**src/rtl/capt_fifo_pkg.sv**
```systemverilog
package capt_fifo_pkg;
  localparam int unsigned CF_DEPTH = 4;
  localparam int unsigned CF_WIDTH = 16;

  typedef struct packed {
    logic pop;
    logic push;
  } cf_op_t;
endpackage

```
**src/rtl/capt_fifo_store.sv**
```systemverilog
module capt_fifo_store #(
  parameter int unsigned WIDTH = 16,
  parameter int unsigned DEPTH = 4,
  localparam int unsigned IW = (DEPTH > 1) ? $clog2(DEPTH) : 1
) (
  input  logic             clk_i,
  input  logic             rst_ni,
  input  logic             pop_i,
  input  logic             push_i,
  input  logic [IW-1:0]    wr_idx_i,
  input  logic [WIDTH-1:0] wr_data_i,
  output logic [WIDTH-1:0] head_o
);
  logic [WIDTH-1:0] slot_q [DEPTH];

  for (genvar i = 0; i < DEPTH; i++) begin : g_slot
    logic [WIDTH-1:0] shifted;
    if (i < DEPTH - 1) begin : g_mid
      assign shifted = pop_i ? slot_q[i+1] : slot_q[i];
    end else begin : g_last
      assign shifted = slot_q[i];
    end
    always_ff @(posedge clk_i or negedge rst_ni) begin
      if (!rst_ni) slot_q[i] <= '0;
      else if (push_i && wr_idx_i == IW'(i)) slot_q[i] <= wr_data_i;
      else slot_q[i] <= shifted;
    end
  end

  assign head_o = slot_q[0];
endmodule

```
**src/rtl/capt_fifo_ctrl.sv**
```systemverilog
module capt_fifo_ctrl
  import capt_fifo_pkg::*;
#(
  parameter int unsigned DEPTH = 4,
  localparam int unsigned CW = $clog2(DEPTH + 1)
) (
  input  logic          clk_i,
  input  logic          rst_ni,
  input  logic          cap_i,
  input  logic          rd_i,
  input  logic          no_ovf_i,
  input  logic          clr_i,
  output cf_op_t        op_o,
  output logic [CW-1:0] fill_mid_o,
  output logic [CW-1:0] cnt_o,
  output logic          lock_o,
  output logic          ovf_o
);
  logic [CW-1:0] cnt_q, cnt_d, cnt_mid;
  logic lock_q, lock_d, ovf_q, ovf_d;
  logic take, room, ovf_set;

  always_comb begin
    op_o.pop  = rd_i && (cnt_q != '0);
    cnt_mid   = op_o.pop ? cnt_q - CW'(1) : cnt_q;  // read applied first
    room      = cnt_mid != CW'(DEPTH);
    take      = cap_i && !lock_q;
    op_o.push = take && room;
    ovf_set   = take && !room && !no_ovf_i;
    cnt_d     = op_o.push ? cnt_mid + CW'(1) : cnt_mid;
    lock_d    = ovf_set ? 1'b1 : ((cnt_d == '0) ? 1'b0 : lock_q);
    ovf_d     = ovf_set ? 1'b1 : (clr_i ? 1'b0 : ovf_q);
  end

  always_ff @(posedge clk_i or negedge rst_ni) begin
    if (!rst_ni) begin
      cnt_q  <= '0;
      lock_q <= 1'b0;
      ovf_q  <= 1'b0;
    end else begin
      cnt_q  <= cnt_d;
      lock_q <= lock_d;
      ovf_q  <= ovf_d;
    end
  end

  assign fill_mid_o = cnt_mid;
  assign cnt_o      = cnt_q;
  assign lock_o     = lock_q;
  assign ovf_o      = ovf_q;
endmodule

```
**src/rtl/capt_fifo.sv**
```systemverilog
module capt_fifo
  import capt_fifo_pkg::*;
#(
  parameter int unsigned WIDTH = CF_WIDTH,
  parameter int unsigned DEPTH = CF_DEPTH,
  localparam int unsigned CW = $clog2(DEPTH + 1),
  localparam int unsigned IW = (DEPTH > 1) ? $clog2(DEPTH) : 1
) (
  input  logic             clk_i,
  input  logic             rst_ni,
  input  logic             cap_i,
  input  logic [WIDTH-1:0] cap_data_i,
  input  logic             rd_i,
  input  logic             no_ovf_i,
  input  logic             clr_i,
  output logic [WIDTH-1:0] rd_data_o,
  output logic             not_empty_o,
  output logic             ovf_o
);
  cf_op_t        op;
  logic [CW-1:0] fill_mid, cnt;
  logic          lock;

  capt_fifo_ctrl #(.DEPTH(DEPTH)) u_ctrl (
    .clk_i(clk_i), .rst_ni(rst_ni), .cap_i(cap_i), .rd_i(rd_i),
    .no_ovf_i(no_ovf_i), .clr_i(clr_i), .op_o(op), .fill_mid_o(fill_mid),
    .cnt_o(cnt), .lock_o(lock), .ovf_o(ovf_o)
  );

  capt_fifo_store #(.WIDTH(WIDTH), .DEPTH(DEPTH)) u_store (
    .clk_i(clk_i), .rst_ni(rst_ni), .pop_i(op.pop), .push_i(op.push),
    .wr_idx_i(fill_mid[IW-1:0]), .wr_data_i(cap_data_i), .head_o(rd_data_o)
  );

  assign not_empty_o = cnt != '0;
endmodule

```
**config.mk**
```make
export PLATFORM = sky130hd
export DESIGN_NAME = capt_fifo
export DESIGN_NICKNAME = d
export VERILOG_FILES = /design/src/rtl/capt_fifo_pkg.sv /design/src/rtl/capt_fifo_store.sv /design/src/rtl/capt_fifo_ctrl.sv /design/src/rtl/capt_fifo.sv
export SDC_FILE = /design/constraint.sdc
export NUM_CORES = 1
export LEC_CHECK = 0
export BUFFER_PORTS_ARGS = -buffer_cell sky130_fd_sc_hd__buf_4
export CORE_ASPECT_RATIO = 1.1
export CORE_MARGIN = 2
export CORE_UTILIZATION = 62
export DETAILED_ROUTE_END_ITERATION = 12
export GPL_ROUTABILITY_DRIVEN = 0
export PLACE_DENSITY_LB_ADDON = 0.25
export SYNTH_ARGS = -nofsm -noshare
export SYNTH_HDL_FRONTEND = slang
export SYNTH_SLANG_ARGS = --single-unit
```
**constraint.sdc**
```tcl
create_clock -name clk_i -period 4.1 [get_ports clk_i]
set_input_delay 0.205 -clock clk_i [delete_from_list [all_inputs] [get_ports clk_i]]
set_output_delay 0.205 -clock clk_i [all_outputs]
set_load 0.05 [all_outputs]
```
==> results.sh <==
export IMPL_final_core_util_pct=73.8
export IMPL_p_clk_share_pct=17.0
export IMPL_crit_required_ns=4.28
export IMPL_port_buffer_count=39
export IMPL_clock_path_buffers=2
export IMPL_grt_pass1_vias=2251
export IMPL_skew_ns=0.00816
export IMPL_cts_buffers=9
export IMPL_grt_max_degree=70
export IMPL_cts_clk_slew_worst_paths_ns=0.07
export IMPL_synth_area_um2=3380
export IMPL_drive_gt1_share_pct=25.7
export IMPL_async_flop_share_pct=100
export IMPL_via_per_inst=5.77
export IMPL_worst_pin_slew_ns=0.861
export IMPL_period_share_pct=74.5
export IMPL_core_um2=5330
export IMPL_ant_nets=0
export IMPL_status="finished, final reports clean"
export IMPL_grt_pass1_wl_mm=10.7
export IMPL_setup_slack_ns=1.04
export IMPL_synth_edff_count=0
export IMPL_leakage_nw=2.02
export IMPL_final_hold_violation_count=0
export IMPL_drv_slew=0
export IMPL_h_tree_depth=3
export IMPL_syn_nets=290
export IMPL_ys_seq_area_share_pct=51.1
export IMPL_power_density_nw_per_um2=899
export IMPL_num_vias=2229
export IMPL_cts_sinks=69
export IMPL_pwr_share_comb_pct=47.4
export IMPL_worstSetupStartpointType="flip-flop"
export IMPL_drv_cap=0
export IMPL_wl_per_cell_um=17.3
export IMPL_p_int_mw=2.08
export IMPL_clkLatencyLatePin_ns=0.34
export IMPL_finalCriticalPeriod_ns=3.06
export IMPL_nNetsFinal=330
export IMPL_crit_fanout=21
export IMPL_syn_inst=266
export IMPL_die_h_um=81.5
export IMPL_peakVddDrop_uv=463
export IMPL_tns_ns=0
export IMPL_yosys_area_top_type_share_pct=51.1
export IMPL_hold_slack_ns=0.0629
export IMPL_grt_util_all_layers_pct=23.9
export IMPL_first_pass_iters=4
export IMPL_start_util_pct=63.5
export IMPL_slew_headroom_pct=42.3
export IMPL_nFillCells=379
export IMPL_endpoint_kind="flip-flop"
export IMPL_setup_viol=0
export IMPL_area_delta_synth_final_pct=16.2
export IMPL_die_w_um=74.4
export IMPL_hold_class="in -> reg"
export IMPL_synthTopCellsByArea="dfrtp_1, mux2i_1, mux2_4"
export IMPL_n_antenna_cell=0
export IMPL_synth_cell_types=44
export IMPL_antenna_found_initial=0
export IMPL_crit_arrival_ns=3.24
export IMPL_dp_slack_ns=1.08
export IMPL_dp_hpwl_mm=4.18
export IMPL_synth_ff_type="dfrtp_1"
export IMPL_io_pins=40
export IMPL_switching_power_mw=1.45
export IMPL_gr_total_overflow=0
export IMPL_cts_root_buf="clkbuf_8"
export IMPL_cts_tree="yes"
export IMPL_rows=28
export IMPL_dieArea_um2=6060
export IMPL_ys_seq_elements=69
export IMPL_sw_frac_of_total_pct=41.0
export IMPL_yosysWarnings=0
export IMPL_critical_path_class="reg -> reg"
export IMPL_yosys_area_top_type="dfrtp_1"
export IMPL_wirelength_mm=6.68
export IMPL_post_cts_repair_setup_buffers=0
export IMPL_max_freq_mhz=327
export IMPL_seqPwrFrac_pct=35.6
export IMPL_drc=0
export IMPL_drt_iter0_drc=122
export IMPL_avgSynthCellArea_um2=12.7
export IMPL_rsz0062_at_grt="false"
kinds of logic after synthesis:
family	count (synthesis)	synth area share, %
AOI/OAI and AO/OA	52	11.2
xor gates and xnor gates	1	0.259
adders and majority gates	2	0.740
buffers and inverters	36	5.11
DFF	69	51.1
muxes	82	26.2
and+or+nand+nor	24	5.36
layout make-up:
type | count | area [um^2] | share of cell area [%]
multi-input combinational | 161 | 1480 | 37.7
clock buffer | 13 | 149 | 3.79
tap | 75 | 93.8 | 2.39
sequential | 69 | 1730 | 43.9
timing repair buffer | 43 | 325 | 8.28
clock inverter | 3 | 68.8 | 1.75
inverter | 22 | 82.6 | 2.10
Yosys cell counts, drive strengths merged, types with 3 or more instances:
master and n:
nor4 3, a21oi 19, mux2 16, mux2i 65, nand3 3, dfrtp 69
o211ai 3, o22ai 18, inv 22, nor2b 3, o21ai 4, nand2 4
buf 13
power by group through the flow:
| stage | Clock (mW) | Sequential (mW) | Combinational (mW) |
|---|---|---|---|
| 6_report | 0.600 | 1.26 | 1.67 |
| 5_1_grt | 0.639 | 1.30 | 1.80 |
| 4_1_cts | 0.609 | 1.26 | 1.69 |
| 3_5_place_dp | 0 | 1.26 | 1.67 |
| 3_3_place_gp | 0 | 1.25 | 1.62 |
| 2_1_floorplan | 0 | 1.49 | 1.03 |
worst max-delay path: stages, from the launching register on:
cell and delay (ns):
dfrtp_1 0.49, inv_2 0.23, ha_1 0.21, nor2b_2 0.51, inv_2 0.20, nand2_2 0.42, buf_4 0.43, mux2i_1 0.29
mux2i_1 0.10
flip-flops by register name (all words and copies together) (netlist names):
register,cells
u_store.slot_q,32
u_store.head_o,16
u_ctrl.lock_o,1
u_ctrl.cnt_o,3
u_store.g_slot.shifted,16
u_ctrl.ovf_o,1
cells in the final DEF, fill, tap and decap left out, drive strengths merged, types with 4 or more instances in the layout:
cell	Yosys	final
clkbuf	1	13
mux2	16	16
mux2i	65	65
inv	22	22
o22ai	18	18
o21ai	4	4
nand2	4	4
a21oi	19	19
dfrtp	69	69
buf	13	42
final timing paths:
kind                            cells past startpoint                         start                            end  slack [ns]
worst max-delay path                                8               u_ctrl.cnt_o[0]             u_store.head_o[14]        1.04
worst min-delay path                                2                         clr_i                   u_ctrl.ovf_o        0.06
worst max register to register                      8               u_ctrl.cnt_o[0]             u_store.head_o[14]        1.04
worst min register to register                      1  u_store.g_slot[3].shifted[0]   u_store.g_slot[3].shifted[0]        0.50
max in group asynchronous                           2                        rst_ni  u_store.g_slot[3].shifted[10]        3.03
min in group asynchronous                           2                        rst_ni                u_ctrl.cnt_o[2]        0.52
through the flow:
| step | instance area, um^2 | std cells | power [mW] |
|---|---|---|---|
| final | 3930 | 386 | 3.53 |
| after global routing | 3930 | 386 | 3.73 |
| after CTS | 3930 | 386 | 3.55 |
| after detailed placement | 3700 | 369 | 2.93 |
| after global placement | 3700 | 369 | 2.87 |
| after floorplan | 3380 | 266 | 2.52 |
per-layer routing:
layer	GRT usage [%]	share of wire [%]	up-vias
met2	39.2	50	65
met4	9.64	1.6	0
met3	4.79	4.5	10
met1	31.3	44	1103
met5	0	0	-
li1	-	-	1051
what timing repair did:
action                                 in CTS  in global routing
endpoints found under the hold margin       1                  0
hold buffers                                1                  0
gates resized for setup                     0                  0
No activity file was read; power rests on OpenSTA's default activity.
